## src/rtl/actx_pkg.sv

```systemverilog
// Package: actx_pkg
// Shared constants and the sample-size encoding for the AC-link transmit
// channel. Assumes the link's 20-bit data slot and a 32-bit software word.
package actx_pkg;
    localparam int SLOT_W         = 20;
    localparam int WORD_W         = 32;
    localparam int NUM_DATA_SLOTS = 12;

    typedef enum logic [1:0] {
        SZ_10 = 2'd0,
        SZ_16 = 2'd1,
        SZ_18 = 2'd2,
        SZ_20 = 2'd3
    } size_e;
endpackage

```

## src/rtl/actx_fmt.sv

```systemverilog
// Module: actx_fmt
// Turns a software word into a 20-bit slot word: it optionally reverses the
// byte order, keeps the low 10/16/18/20 bits and left-justifies them with
// zero fill. Purely combinational. Assumes WORD_W is a multiple of 8 and
// SLOT_W is 20.
module actx_fmt
    import actx_pkg::*;
#(
    parameter int FW_WORD = WORD_W,
    parameter int FW_SLOT = SLOT_W
) (
    input  logic [FW_WORD-1:0] word,
    input  logic               little_end,
    input  logic [1:0]         size_sel,
    output logic [FW_SLOT-1:0] slot_word
);
    localparam int NBYTES = FW_WORD / 8;

    logic [FW_WORD-1:0] swapped;
    logic [FW_WORD-1:0] ordered;
    logic               unused_hi;

    // Byte reversal network, one lane per byte.
    for (genvar g = 0; g < NBYTES; g++) begin : g_swap
        assign swapped[g*8 +: 8] = word[(NBYTES-1-g)*8 +: 8];
    end

    assign ordered   = little_end ? swapped : word;
    assign unused_hi = ^ordered[FW_WORD-1:FW_SLOT];

    // Width extraction and left justification.
    always_comb begin
        case (size_e'(size_sel))
            SZ_10:   slot_word = {ordered[9:0],  {(FW_SLOT-10){1'b0}}};
            SZ_16:   slot_word = {ordered[15:0], {(FW_SLOT-16){1'b0}}};
            SZ_18:   slot_word = {ordered[17:0], {(FW_SLOT-18){1'b0}}};
            default: slot_word = ordered[FW_SLOT-1:0];
        endcase
    end
endmodule

```

## src/rtl/actx_hold.sv

```systemverilog
// Module: actx_hold
// Holding register with a full flag. A write always stores the word and
// marks it full. A transfer request empties it only if it was full and no
// write lands on the same edge. Assumes take_req is a single-cycle pulse.
module actx_hold #(
    parameter int HW_WORD = 32
) (
    input  logic               clk,
    input  logic               rst_n,
    input  logic               wr_valid,
    input  logic [HW_WORD-1:0] wr_data,
    input  logic               take_req,
    output logic [HW_WORD-1:0] hold_word,
    output logic               full,
    output logic               take
);
    // A transfer happens only when something is held.
    assign take = take_req & full;

    // Full flag: set by a write, cleared by a transfer.
    always_ff @(posedge clk) begin
        if (!rst_n) begin
            full <= 1'b0;
        end else if (wr_valid) begin
            full <= 1'b1;
        end else if (take) begin
            full <= 1'b0;
        end
    end

    // Data store: captures each written word.
    always_ff @(posedge clk) begin
        if (!rst_n) begin
            hold_word <= '0;
        end else if (wr_valid) begin
            hold_word <= wr_data;
        end
    end
endmodule

```

## src/rtl/actx_shift.sv

```systemverilog
// Module: actx_shift
// Slot shifter. It loads a slot word at each slot start, whether that word
// is real data or zeros, then shifts left and fills with zeros, so the
// serial output is the MSB of the register. Assumes at least SLOT_W clocks
// between loads.
module actx_shift #(
    parameter int SW_SLOT = 20
) (
    input  logic               clk,
    input  logic               rst_n,
    input  logic               load,
    input  logic [SW_SLOT-1:0] load_word,
    output logic               sdata
);
    logic [SW_SLOT-1:0] sh;

    // Load at slot start, otherwise shift toward the MSB.
    always_ff @(posedge clk) begin
        if (!rst_n) begin
            sh <= '0;
        end else if (load) begin
            sh <= load_word;
        end else begin
            sh <= {sh[SW_SLOT-2:0], 1'b0};
        end
    end

    assign sdata = sh[SW_SLOT-1];
endmodule

```

## src/rtl/actx_channel.sv

```systemverilog
// Module: actx_channel (top)
// One transmit channel of an AC-link controller. It decodes whether the
// starting slot belongs to this channel, moves the held sample into the
// shifter through the formatter, and reports readiness. Assumes an external
// frame sequencer drives slot_start/slot_num on the bit clock.
module actx_channel
    import actx_pkg::*;
#(
    parameter int CW_WORD  = WORD_W,
    parameter int CW_SLOT  = SLOT_W,
    parameter int CW_NSLOT = NUM_DATA_SLOTS,
    localparam int IDX_W   = $clog2(CW_NSLOT + 1)
) (
    input  logic                clk,
    input  logic                rst_n,
    input  logic                glob_en,
    input  logic                chan_en,
    input  logic [1:0]          size_sel,
    input  logic                little_end,
    input  logic [CW_NSLOT-1:0] slot_map,
    input  logic                slot_start,
    input  logic [IDX_W-1:0]    slot_num,
    input  logic                wr_valid,
    input  logic [CW_WORD-1:0]  wr_data,
    output logic                ready,
    output logic                irq,
    output logic                sdata
);
    logic [CW_NSLOT-1:0] hit;
    logic                assigned;
    logic                active;
    logic                take_req;
    logic                take;
    logic                full;
    logic [CW_WORD-1:0]  hold_word;
    logic [CW_SLOT-1:0]  fmt_word;
    logic [CW_SLOT-1:0]  load_word;

    // Slot decode: data slot g+1 is claimed by slot_map bit g.
    for (genvar g = 0; g < CW_NSLOT; g++) begin : g_dec
        assign hit[g] = slot_map[g] && (slot_num == IDX_W'(g + 1));
    end

    assign assigned = |hit;
    assign active   = glob_en & chan_en;
    assign take_req = slot_start & assigned & active;

    actx_hold #(.HW_WORD(CW_WORD)) u_hold (
        .clk       (clk),
        .rst_n     (rst_n),
        .wr_valid  (wr_valid),
        .wr_data   (wr_data),
        .take_req  (take_req),
        .hold_word (hold_word),
        .full      (full),
        .take      (take)
    );

    actx_fmt #(.FW_WORD(CW_WORD), .FW_SLOT(CW_SLOT)) u_fmt (
        .word       (hold_word),
        .little_end (little_end),
        .size_sel   (size_sel),
        .slot_word  (fmt_word)
    );

    // Zeros go out unless a real sample is being transferred.
    assign load_word = take ? fmt_word : '0;

    actx_shift #(.SW_SLOT(CW_SLOT)) u_shift (
        .clk       (clk),
        .rst_n     (rst_n),
        .load      (slot_start),
        .load_word (load_word),
        .sdata     (sdata)
    );

    assign ready = ~full;
    assign irq   = ~full;
endmodule

```

## config.mk

```make
export PLATFORM = sky130hd
export DESIGN_NAME = actx_channel
export DESIGN_NICKNAME = d
export VERILOG_FILES = /design/src/rtl/actx_pkg.sv /design/src/rtl/actx_fmt.sv /design/src/rtl/actx_hold.sv /design/src/rtl/actx_shift.sv /design/src/rtl/actx_channel.sv
export SDC_FILE = /design/constraint.sdc
export NUM_CORES = 1
export LEC_CHECK = 0
export BUFFER_PORTS_ARGS = -buffer_cell sky130_fd_sc_hd__buf_2
export CAP_MARGIN = 10
export CORE_ASPECT_RATIO = 1.75
export CORE_MARGIN = 2
export CORE_UTILIZATION = 53
export DETAILED_ROUTE_END_ITERATION = 8
export GPL_TIMING_DRIVEN = 0
export HOLD_SLACK_MARGIN = 0.03
export PLACE_DENSITY = 0.88
export SKIP_CTS_REPAIR_TIMING = 1
export SKIP_LAST_GASP = 1
export SYNTH_ARGS = -nofsm -noshare
export SYNTH_HDL_FRONTEND = slang
export SYNTH_HIERARCHICAL = 1
export SYNTH_SLANG_ARGS = --single-unit
```

## constraint.sdc

```tcl
create_clock -name clk -period 2.46 [get_ports clk]
set_input_delay 0.492 -clock clk [delete_from_list [all_inputs] [get_ports clk]]
set_output_delay 0.492 -clock clk [all_outputs]
set_load 0.01 [all_outputs]
```

Yosys cells after proc, flatten, opt, wreduce, memory -nomap -nowiden
Index checks and enable logic that the tools add are counted.

Register bits: 53. Input bits: 57. Output and inout bits: 3. Word-level logic and storage cells: 45.

Equal/unequal tests: 14. Muxes and demuxes: 6. Bitwise logic cells: 5. Reductions and logical operators: 16.

Operators by type and width (count): two-way mux 20 bit (3); case mux 20 bit (3 select lines) (1); equality test 4 bit, second input constant (5); equality test 4 x 3 -> 1 bit, second input constant (4); logical AND 1 bit (12); OR reduction 12 bit (1); equality test 4 x 2 -> 1 bit, second input constant (2); AND 1 bit (4); equality test 4 x 1 -> 1 bit, second input constant (1); AND reduction 3 bit (1); equality test 2 x 1 -> 1 bit, second input constant (1); equality test 2 bit, second input constant (1); logical NOT 2 bit (1); two-way mux 1 bit (2); nonzero test 2 bit (1); inverter 1 bit (1).

Longest topological paths before layout
Depth in word-level cells: 8. Depth in mapped cells: 10. Depth with buffers taken out: 8.

By module
The synthesis kept the hierarchy.

By module, submodules not included: actx_hold (times used 1, cells an instance 107, area an instance 1283.7 um^2, seq. area each 660.6 um^2); actx_fmt (times used 1, cells an instance 98, area an instance 778.2 um^2, seq. area each 0.0 um^2); actx_shift (times used 1, cells an instance 63, area an instance 745.7 um^2, seq. area each 400.4 um^2); actx_channel (times used 1, cells an instance 39, area an instance 282.8 um^2, seq. area each 0.0 um^2).

Worst setup path before layout
OpenSTA, ideal clock, no wires.

Path type: input -> register. From: in slot_num[0]. To: reg u_shift.sh[4]. Library setup time: 0.116 ns. Arrival: 1.989 ns. Data required time: 2.344 ns. Setup slack: 0.355 ns. Stages: 10. Buffers on the path: 2. Path through: buf_6 > mux4_2 > nand2_1 > o21ai_1 > o211a_1 > and2_1 > clkbuf_1 > and2_1 > mux2i_1 > nor2b_1.

Word-level cells in the longest chain between the ends: 8. Elaborated cells between the ends (all ways): 30. Those cells by class: eq/ne (12); mux (2); bitwise (3); reduce/logical (13).

RTL lines: from (decl) (RTL line actx_channel.sv:22) `input logic [IDX_W-1:0] slot_num,`; equality test 4 x 1 -> 1 bit (tied with other cells) (RTL line actx_channel.sv:41) `assign hit[g] = slot_map[g] && (slot_num == IDX_W'(g + 1));`; logical AND 1 bit (RTL line actx_channel.sv:41); OR reduction 12 bit * (RTL line actx_channel.sv:44) `assign assigned = |hit;`; AND 1 bit * (2 in series) (RTL line actx_channel.sv:46) `assign take_req = slot_start & assigned & active;`; via take_req (RTL line actx_channel.sv:32) `logic take_req;`; AND 1 bit * (RTL line actx_hold.sv:18) `assign take = take_req & full;`; via take (RTL line actx_channel.sv:33) `logic take;`; two-way mux 20 bit * (RTL line actx_channel.sv:67) `assign load_word = take ? fmt_word : '0;`; via load_word[4] (RTL line actx_channel.sv:37) `logic [CW_SLOT-1:0] load_word;`; two-way mux 20 bit * (RTL line actx_shift.sv:21) `end else if (load) begin`; to (signal assigned) (RTL line actx_shift.sv:22) `sh <= load_word;`; to (signal assigned) (RTL line actx_shift.sv:24) `sh <= {sh[SW_SLOT-2:0], 1'b0};`; to (decl) (RTL line actx_shift.sv:15) `logic [SW_SLOT-1:0] sh;`.

Mark *: on every way through the listed nets, which the timed path passes. The rest lies on a longest branch. A chain may end at the register's enable or synchronous reset.

Worst setup path after layout
From: in slot_num[0]. To: reg u_shift.sh[5].

Same word-level chain as after synthesis.

==> results.py <==
metrics = {
    "outcome": {
        "status": "complete, no violations",
    },
    "timing": {
        "rsz0062_at_grt": "false",
        "fin_setup_tns_ns": 0,
        "clock.fmax_mhz": 502,
        "whs_ns": 0.444,
        "slew_headroom_pct": 65.4,
        "hold_viol": 0,
        "setup_viol": 0,
        "tightestPinTransition_ns": 0.505,
        "finalCriticalPeriod_ns": 1.99,
        "drv_slew": 0,
        "skew_ns": 0.00257,
        "timing.final.crit_share_pct": 81.0,
    },
    "synth": {
        "synth_edf_count": 0,
        "syn_nets": 364,
        "synth_top_family_by_area": "multiplexers",
        "synthFlopType": "dfxtp_1",
        "netlist_instances": 307,
        "synth.area.mux_share_pct": 28.3,
        "ys_ff_latch": 53,
        "synthAdderAreaFrac_pct": 0,
        "avgSynthCellArea_um2": 10.1,
        "ys_warn_count": 6,
        "synth_cell_types": 40,
        "synth_compound_area_share_pct": 8.22,
        "synth.cell_area_mm2": 0.00309,
        "synth-simple-area-share_pct": 21.8,
        "ys_seq_area_share_pct": 34.3,
        "synthArstFlopShare_pct": 0,
        "synth_xor_area_share_pct": 0.526,
    },
    "setup_path": {
        "crit_chain": "buf_6, mux4_2, nand2_1, o21ai_1, o211a_1, and2_1, clkbuf_1, and2_1, mux2i_1, nor2b_1",
        "path_delay_family": "multiplexers",
        "crit_cells": 10,
        "critPathKind": "input pin to flip-flop",
        "worstSetupStartpoint": "slot_num[0]",
        "path_common_cell": "and2_1",
        "cp-start-kind": "input pin",
        "cp_slowest_cell": "mux4_2",
        "setup.worst_path.end_class": "flip-flop",
        "critical_path.max_stage_delay_ns": 0.49,
        "worstRegToRegCells": 6,
        "cp_max_fo": 10,
        "r2r_start": "u_hold/hold_word[26]$_SDFFE_PN0P_",
        "cp.required_ns": 2.66,
        "arrival_ns": 2.19,
        "path_buf_inv": 2,
    },
    "detailed_routing": {
        "num_vias": 2386,
        "final_antenna_net_count": 0,
        "wire_per_inst_um": 15.0,
        "wl_mm": 6.70,
        "drt_pass1_iterations": 4,
        "viasPerCell": 5.35,
        "route.detailed.drc": 0,
        "dr.first_iter.drc_count": 65,
    },
    "die": {
        "fp-row-count": 36,
        "initial_utilization_pct": 55.3,
        "fp.dieArea_mm2": 0.00648,
        "core_area_mm2": 0.00559,
        "ios": 60,
        "die_height_um": 105,
        "die_w_um": 61.7,
    },
    "cts": {
        "clk_pin_slew_ns": 0.09,
        "numCtsBuffers": 5,
        "ctsRootBufferMaster": "clkbuf_8",
        "clock_path_buffers": 2,
        "h-tree-depth": 2,
        "cts_tree": "done",
        "clkLatencyLatePin_ns": 0.30,
        "clkSinkCount": 53,
    },
    "final_layout": {
        "layout.nets": 426,
        "multiInputGateArea_mm2": 0.00182,
        "regArea_mm2": 0.00106,
        "syn_to_final_growth_pct": 16.3,
        "final_layout_size_suffix_gt1_share_pct": 28.6,
        "fillCellCount": 499,
        "finalInstanceArea_mm2": 0.00359,
        "antenna_cells": 0,
    },
    "grt": {
        "grt_max_degree": 17,
        "grt_pass1_vias": 2466,
        "grt_antenna_before_repair": 0,
        "grt_usage_pct": 22.0,
        "grt.overflow.total": 0,
        "grt_pass1_wl_mm": 11.0,
    },
    "worst_hold_path": {
        "hold_path.class": "input pin to flip-flop",
        "hold-path-cell-count": 3,
        "hp-start": "wr_data[31]",
    },
    "placement": {
        "io_buffers": 55,
        "place.gp.congestion": 0.926,
        "dpl.hpwl_mm": 5.29,
        "place_area_mm2": 0.00346,
    },
    "flow_run": {
        "drv_cap": 0,
    },
    "power": {
        "p_per_area_mw_per_mm2": 541,
        "ir_drop_v": 0.000404,
        "total_leakage_power_nw": 1.63,
    },
}
## cell families (layout without fill, tap and decap cells)
logic type	Yosys count	count (layout)
buf+inv	26	89
xor+xnor	1	1
simple gates	115	115
compound gates	33	33
mux	79	79
flops	53	53
## worst min-delay path, cell delays in order
cell	delay, ns
buf_2	0.07
mux2i_1	0.05
nor2b_1	0.09
## final timing paths
kind	to	slack, ns
min reg2reg	u_shift/sh[4]$_SDFF_PN0_	0.49
max reg2reg	u_shift/sh[4]$_SDFF_PN0_	0.90
max	u_shift/sh[5]$_SDFF_PN0_	0.47
min	u_hold/hold_word[31]$_SDFFE_PN0P_	0.44
## through the flow
step	instances	utilization (%)	setup WS (ns)	power (mW)
finish	446	64.4	0.468	1.95
floorplan	307	-	0.355	1.18
global route	446	64.4	0.356	2.03
CTS	446	64.4	0.448	1.96
detailed placement	438	62.0	0.132	1.28
global placement	438	62.0	0.180	1.27
## registers in the layout, indices dropped and copies added (netlist names)
signal	count
u_shift/sh	20
u_hold/full	1
u_hold/hold_word	32
## where the power goes
part           internal, mW  switching (mW)  total, mW
clock network         0.404           0.278      0.682
logic                 0.185           0.166      0.351
registers             0.890          0.0218      0.912
## layer usage
metal | GRT usage, % | vias to the layer above | part of all wire [%]
met3 | 2.85 | 19 | 3.3
met1 | 23.4 | 1113 | 38
li1 | - | 1183 | -
met2 | 39.8 | 71 | 55
met5 | 0 | - | 0
met4 | 10.5 | 0 | 3.6
## cells in the mapped netlist (all sizes together) (3+ instances only)
cell type | n | area share, %
a211oi | 5 | 1.7
a22oi | 3 | 0.73
and2 | 23 | 4.7
and3 | 3 | 0.65
buf | 15 | 5.3
clkbuf | 9 | 1.2
dfxtp | 53 | 34
mux2 | 19 | 8.1
mux2i | 59 | 19
nand2 | 12 | 1.5
nand2b | 3 | 0.61
nor2 | 10 | 1.2
nor2b | 54 | 11
nor3 | 7 | 1.5
o22ai | 12 | 2.4
## area by class of cell
type                       count  area share (%)
inverter                       2           0.209
clock inverter                 3            1.81
tap                           76            2.65
buffer                        24            5.64
timing repair buffer          55            7.66
clock buffer                   5            1.91
multi-input combinational    228            50.6
sequential                    53            29.5
## placed cells by master, fill, tap and decap left out, drive strengths merged, types with 5 or more instances in the layout
master | Yosys | layout
and2 | 23 | 23
mux2i | 59 | 59
o22ai | 12 | 12
nor2 | 10 | 10
a211oi | 5 | 5
nor2b | 54 | 54
clkbuf | 9 | 14
dfxtp | 53 | 53
nand2 | 12 | 12
nor3 | 7 | 7
mux2 | 19 | 19
buf | 15 | 70
(Power assumes the default switching activity.)
